## src/rtl/flag_pkg.sv

```systemverilog
package flag_pkg;
  localparam int FLAG_W = 8;
  localparam int DATA_W = 8;
  localparam int MASK_W = 6;

  localparam int BIT_C = 0;
  localparam int BIT_Z = 1;
  localparam int BIT_N = 2;
  localparam int BIT_V = 3;
  localparam int BIT_S = 4;
  localparam int BIT_H = 5;
  localparam int BIT_T = 6;
  localparam int BIT_I = 7;

  typedef enum logic [1:0] {
    KIND_LOGIC = 2'd0,
    KIND_ADD   = 2'd1,
    KIND_SUB   = 2'd2,
    KIND_PASS  = 2'd3
  } op_kind_e;

  typedef struct packed {
    logic ioWr;
    logic aluUpd;
    logic tWr;
    logic iSet;
    logic iClr;
  } flag_strobe_t;
endpackage

```

## src/rtl/flag_ctrl.sv

```systemverilog
module flag_ctrl
  import flag_pkg::*;
(
  input  logic         aluValid,
  input  logic         tWrite,
  input  logic         ieSet,
  input  logic         ieClear,
  input  logic         irqTaken,
  input  logic         retiDone,
  input  logic         wrEn,
  output flag_strobe_t strobe
);
  logic clrReq;
  logic setReq;

  always_comb begin
    clrReq        = ieClear | irqTaken;
    setReq        = ieSet | retiDone;
    strobe.ioWr   = wrEn;
    strobe.aluUpd = aluValid & ~wrEn;
    strobe.tWr    = tWrite & ~wrEn;
    strobe.iClr   = clrReq & ~wrEn;
    strobe.iSet   = setReq & ~clrReq & ~wrEn;
  end
endmodule

```

## src/rtl/flag_datapath.sv

```systemverilog
module flag_datapath
  import flag_pkg::*;
(
  input  logic              clk,
  input  logic              rstN,
  input  flag_strobe_t      strobe,
  input  logic [1:0]        opKind,
  input  logic [DATA_W-1:0] opA,
  input  logic [DATA_W-1:0] opB,
  input  logic [DATA_W-1:0] result,
  input  logic              aluCarry,
  input  logic              aluHalfCarry,
  input  logic [MASK_W-1:0] flagMask,
  input  logic              tValue,
  input  logic [FLAG_W-1:0] wrData,
  output logic [FLAG_W-1:0] flagByte
);
  localparam int MSB = DATA_W - 1;

  logic [FLAG_W-1:0] flagQ;
  logic [FLAG_W-1:0] aluNext;
  logic [FLAG_W-1:0] flagD;
  logic              ovf;
  logic              newN;
  logic              newV;
  logic              signUpd;

  always_comb begin
    unique case (op_kind_e'(opKind))
      KIND_ADD: ovf = (opA[MSB] == opB[MSB]) && (result[MSB] != opA[MSB]);
      KIND_SUB: ovf = (opA[MSB] != opB[MSB]) && (result[MSB] != opA[MSB]);
      default:  ovf = 1'b0;
    endcase
  end

  always_comb begin
    aluNext = flagQ;
    if (flagMask[BIT_C]) aluNext[BIT_C] = aluCarry;
    if (flagMask[BIT_Z]) aluNext[BIT_Z] = (result == '0);
    if (flagMask[BIT_H]) aluNext[BIT_H] = aluHalfCarry;
    newN = flagMask[BIT_N] ? result[MSB] : flagQ[BIT_N];
    newV = flagMask[BIT_V] ? ovf : flagQ[BIT_V];
    aluNext[BIT_N] = newN;
    aluNext[BIT_V] = newV;
    signUpd = flagMask[BIT_N] | flagMask[BIT_V] | flagMask[BIT_S];
    if (signUpd) aluNext[BIT_S] = newN ^ newV;
  end

  always_comb begin
    flagD = flagQ;
    if (strobe.ioWr) begin
      flagD = wrData;
    end else begin
      if (strobe.aluUpd) flagD[BIT_H:BIT_C] = aluNext[BIT_H:BIT_C];
      if (strobe.tWr) flagD[BIT_T] = tValue;
      if (strobe.iClr) flagD[BIT_I] = 1'b0;
      else if (strobe.iSet) flagD[BIT_I] = 1'b1;
    end
  end

  always_ff @(posedge clk or negedge rstN) begin
    if (!rstN) flagQ <= '0;
    else       flagQ <= flagD;
  end

  assign flagByte = flagQ;

  p_io_write_r9: assert property (@(posedge clk) disable iff (!rstN)
    strobe.ioWr |=> flagByte == $past(wrData));

  p_sign_rule_r5: assert property (@(posedge clk) disable iff (!rstN)
    (strobe.aluUpd && (flagMask[BIT_N] || flagMask[BIT_V]))
      |=> flagByte[BIT_S] == (flagByte[BIT_N] ^ flagByte[BIT_V]));

  p_carry_hold_r6: assert property (@(posedge clk) disable iff (!rstN)
    (!strobe.ioWr && !flagMask[BIT_C]) |=> $stable(flagByte[BIT_C]));

  p_t_hold_r7: assert property (@(posedge clk) disable iff (!rstN)
    (!strobe.ioWr && !strobe.tWr) |=> $stable(flagByte[BIT_T]));

  p_irq_clear_r8: assert property (@(posedge clk) disable iff (!rstN)
    strobe.iClr |=> !flagByte[BIT_I]);

  p_zero_flag_r3: assert property (@(posedge clk) disable iff (!rstN)
    (strobe.aluUpd && flagMask[BIT_Z]) |=> flagByte[BIT_Z] == ($past(result) == '0));
endmodule

```

## src/rtl/cpu_status_reg.sv

```systemverilog
module cpu_status_reg
  import flag_pkg::*;
(
  input  logic        clk,
  input  logic        rstN,
  input  logic        aluValid,
  input  logic [1:0]  opKind,
  input  logic [7:0]  opA,
  input  logic [7:0]  opB,
  input  logic [7:0]  result,
  input  logic        aluCarry,
  input  logic        aluHalfCarry,
  input  logic [5:0]  flagMask,
  input  logic        tWrite,
  input  logic        tValue,
  input  logic        ieSet,
  input  logic        ieClear,
  input  logic        irqTaken,
  input  logic        retiDone,
  input  logic        wrEn,
  input  logic [7:0]  wrData,
  output logic [7:0]  flagByte,
  output logic        flagI,
  output logic        flagT,
  output logic        flagH,
  output logic        flagS,
  output logic        flagV,
  output logic        flagN,
  output logic        flagZ,
  output logic        flagC
);
  flag_strobe_t strobe;

  flag_ctrl uCtrl (
    .aluValid (aluValid),
    .tWrite   (tWrite),
    .ieSet    (ieSet),
    .ieClear  (ieClear),
    .irqTaken (irqTaken),
    .retiDone (retiDone),
    .wrEn     (wrEn),
    .strobe   (strobe)
  );

  flag_datapath uPath (
    .clk          (clk),
    .rstN         (rstN),
    .strobe       (strobe),
    .opKind       (opKind),
    .opA          (opA),
    .opB          (opB),
    .result       (result),
    .aluCarry     (aluCarry),
    .aluHalfCarry (aluHalfCarry),
    .flagMask     (flagMask),
    .tValue       (tValue),
    .wrData       (wrData),
    .flagByte     (flagByte)
  );

  assign flagI = flagByte[BIT_I];
  assign flagT = flagByte[BIT_T];
  assign flagH = flagByte[BIT_H];
  assign flagS = flagByte[BIT_S];
  assign flagV = flagByte[BIT_V];
  assign flagN = flagByte[BIT_N];
  assign flagZ = flagByte[BIT_Z];
  assign flagC = flagByte[BIT_C];
endmodule

```

## config.mk

```make
export PLATFORM = sky130hd
export DESIGN_NAME = cpu_status_reg
export DESIGN_NICKNAME = d
export VERILOG_FILES = /design/src/rtl/flag_pkg.sv /design/src/rtl/flag_ctrl.sv /design/src/rtl/flag_datapath.sv /design/src/rtl/cpu_status_reg.sv
export SDC_FILE = /design/constraint.sdc
export NUM_CORES = 1
export LEC_CHECK = 0
export ABC_AREA = 0
export BUFFER_PORTS_ARGS = -buffer_cell sky130_fd_sc_hd__buf_4
export CORE_MARGIN = 3
export CORE_UTILIZATION = 29
export DETAILED_ROUTE_END_ITERATION = 10
export GPL_TIMING_DRIVEN = 0
export PLACE_DENSITY = 0.74
export SETUP_SLACK_MARGIN = 0.15
export SLEW_MARGIN = 0
export SYNTH_ARGS = -nofsm -noshare
export SYNTH_HDL_FRONTEND = slang
export SYNTH_SLANG_ARGS = --single-unit
export TNS_END_PERCENT = 20
```

## constraint.sdc

```tcl
create_clock -name clk -period 1.05 [get_ports clk]
set_input_delay 0.0525 -clock clk [delete_from_list [all_inputs] [get_ports clk]]
set_output_delay 0.0525 -clock clk [all_outputs]
set_load 0.02 [all_outputs]
```

==> out/summary.txt <==
run status: finished with violations
violated checks: negative setup slack
ratio of cells with drive above 1 in the final layout: 0.6406
setup TNS: -0.1387 ns
Synth cell types: 24
Tcrit/Tclk final: 1.085
skew final: 0.0008514 ns
WL/cell: 12.76 microns
Mapped Cells: 63
max-cap violation count: 0
RSZ-0062 raised after global routing: true
CP max FO: 2
most frequent cells in the layout: buf_4 (38), buf_6 (25), nand2_1 (12)
most common cell after layout, fill and taps aside: buf_4
Final setup viols: 3
fin worst setup slack: -0.08911 ns
final WL: 1953 microns
fin nets: 182
PortBufs: 53
Largest register FFs: 8
initial antenna violation count: 0
Worst setup SP type: flip-flop
Min Hold Slack: 0.008129 ns
Syn Nets: 116
slowest stage delay, CP: 0.48 ns
max-slew violation count: 0
CP endpoint kind: flip-flop
Setup WS pre-CTS: -0.2771 ns
Slew HR: 0.7523
total number of H-tree levels: 1
critical path cell sequence: nand2b_1 > or4_4 > o221ai_2 > a21oi_2
Worst EP required: 1.19 ns
leakage power: 0.6135 nW
CTS root buf: clkbuf_4
Min Clock Period, post-route: 1.139 ns
Seq/Total Area, Yosys: 0.3471
Least-Margin Pin Slew: 0.3715 ns
Critical-path top delay cell: or4_4
register bit total from synthesis: 8
Detailed Place HPWL: 1455 microns
First-pass DRT Iterations: 4
clock latency on the worst-skew pair: 0.25 ns
n_diodes: 0
vias in the first global route: 713
Core Area: 1802 sq um
Area growth syn-to-layout: 119.1%
Mapped Area: 576.8 sq um
Final ANT Viol Nets: 0
Ports: 68
Placer Congestion: 0.7864
largest net degree at the start of global routing: 11
# rows: 15
TritonCTS Sinks: 8
Fin. Hold Viols: 0
first-pass GRT wire length: 3160 microns
clock-pin slew on the worst setup and hold paths: 0.06 ns
drt initial violations: 6
post-route cell area: 1264 sq um
maximum clock rate: 0.8779 GHz
gr ovfl total: 0
yosys warns: 0
CTS tree: yes
WS Path Type: reg -> reg
CP arrival: 1.28 ns
TritonCTS Buffers: 3
Horiz. Die Dim: 50.60 microns
Placed Area: 1008 sq um
Hold Path Class: in -> reg
Die Y: 50.60 microns
Starting Density: 0.3201
drt drc: 0
DR vias: 699
vias per cell: 4.569
total track usage: 0.1640
total power divided by cell area: 943.0 nW/um^2
DIE AREA: 2560 sq um
overall power of the completed layout: 0.001192 W
VDD IR-drop max: 0.7321 mV
Syn Area/Cell: 9.156 sq um
Max clock buf depth: 2
[metrics by stage]
| step | utilization | instances |
|---|---|---|
| finish | 0.7014 | 153 |
| global route | 0.7014 | 153 |
| CTS | 0.6708 | 153 |
| detailed placement | 0.5597 | 141 |
| global placement | 0.5597 | 141 |
| floorplan | - | 63 |
[cell type report]
type	instances	area (sq um)
sequential	8	202.7
timing repair buffer	61	540.5
fill	161	538.0
inverter	2	10.01
clock buffer	4	26.28
multi-input combinational	44	362.8
tap	25	31.28
buffer	9	90.09
[layer usage]
metal,up-vias,global-route usage,share of wire
li1,350,-,-
met1,315,0.1679,0.35
met2,32,0.3087,0.56
met3,2,0.03561,0.081
met4,0,0.08072,0.0046
met5,-,0,0
[worst max-delay path, delay by kind of cell, from the launching register on]
family	cells	cell delay, ns
AND/OR/NAND/NOR	2	0.55
AO/OA/AOI/OAI	2	0.12
flip-flops	1	0.35
[final timing paths]
check,startpoint,endpoint,slack (ns),cells past startpoint
setup / recovery,uPath.flagByte[3],uPath.flagByte[4],-0.09,4
hold / removal,wrData[6],uPath.flagByte[6],0.008,3
setup reg to reg,uPath.flagByte[3],uPath.flagByte[4],-0.09,4
hold reg to reg,uPath.flagByte[1],uPath.flagByte[1],0.61,2
max in group asynchronous,rstN,uPath.flagByte[2],0.77,2
min in group asynchronous,rstN,uPath.flagByte[4],0.14,2
[where the power goes]
part           internal (W)  switching (W)
Clock              0.000146       0.000110
Combinational      0.000342       0.000225
Sequential         0.000339      0.0000301
Total              0.000827       0.000365
[what timing repair did]
| item | CTS | global route |
|---|---|---|
| endpoints found under the hold margin | 11 | 0 |
| hold buffers | 6 | 0 |
| resized for setup | 26 | 13 |
| setup endpoints to repair | 10 | 21 |
| buffers inserted | 2 | 0 |
| pin swaps | 5 | 7 |
[synth_stat cells]
| cell | number | area [sq um] |
|---|---|---|
| nand2_1 | 12 | 45.04 |
| buf_4 | 8 | 60.06 |
| dfrtp_1 | 8 | 200.2 |
| mux2i_1 | 5 | 50.05 |
| o21ai_0 | 5 | 25.02 |
| nor3_1 | 3 | 15.01 |
| a21oi_1 | 2 | 10.01 |
| inv_1 | 2 | 7.510 |
| nor4bb_1 | 2 | 20.02 |
| or4_1 | 2 | 15.01 |
| a21oi_2 | 1 | 8.760 |
| a22oi_1 | 1 | 7.510 |
| and2_1 | 1 | 6.260 |
| clkbuf_1 | 1 | 3.750 |
| ha_1 | 1 | 12.51 |
| mux2_2 | 1 | 11.26 |
| nand2b_1 | 1 | 6.260 |
| nand4bb_1 | 1 | 11.26 |
| o21ai_1 | 1 | 5.000 |
| o221ai_2 | 1 | 15.01 |
| o31ai_2 | 1 | 12.51 |
| o41ai_1 | 1 | 8.760 |
| or4_4 | 1 | 11.26 |
| xnor2_1 | 1 | 8.760 |
[kinds of logic (layout without fill, tap and decap cells)]
kind of cell | Yosys count | in the layout | share of synthesized area
DFF | 8 | 8 | 0.3471
adders and majority gates | 1 | 1 | 0.02169
xor gates and xnor gates | 1 | 1 | 0.01519
buffers and inverters | 11 | 76 | 0.1236
AOI/OAI and AO/OA | 13 | 13 | 0.1605
and+or+nand+nor | 23 | 23 | 0.2256
muxes | 6 | 6 | 0.1063
(Power assumes the default switching activity.)
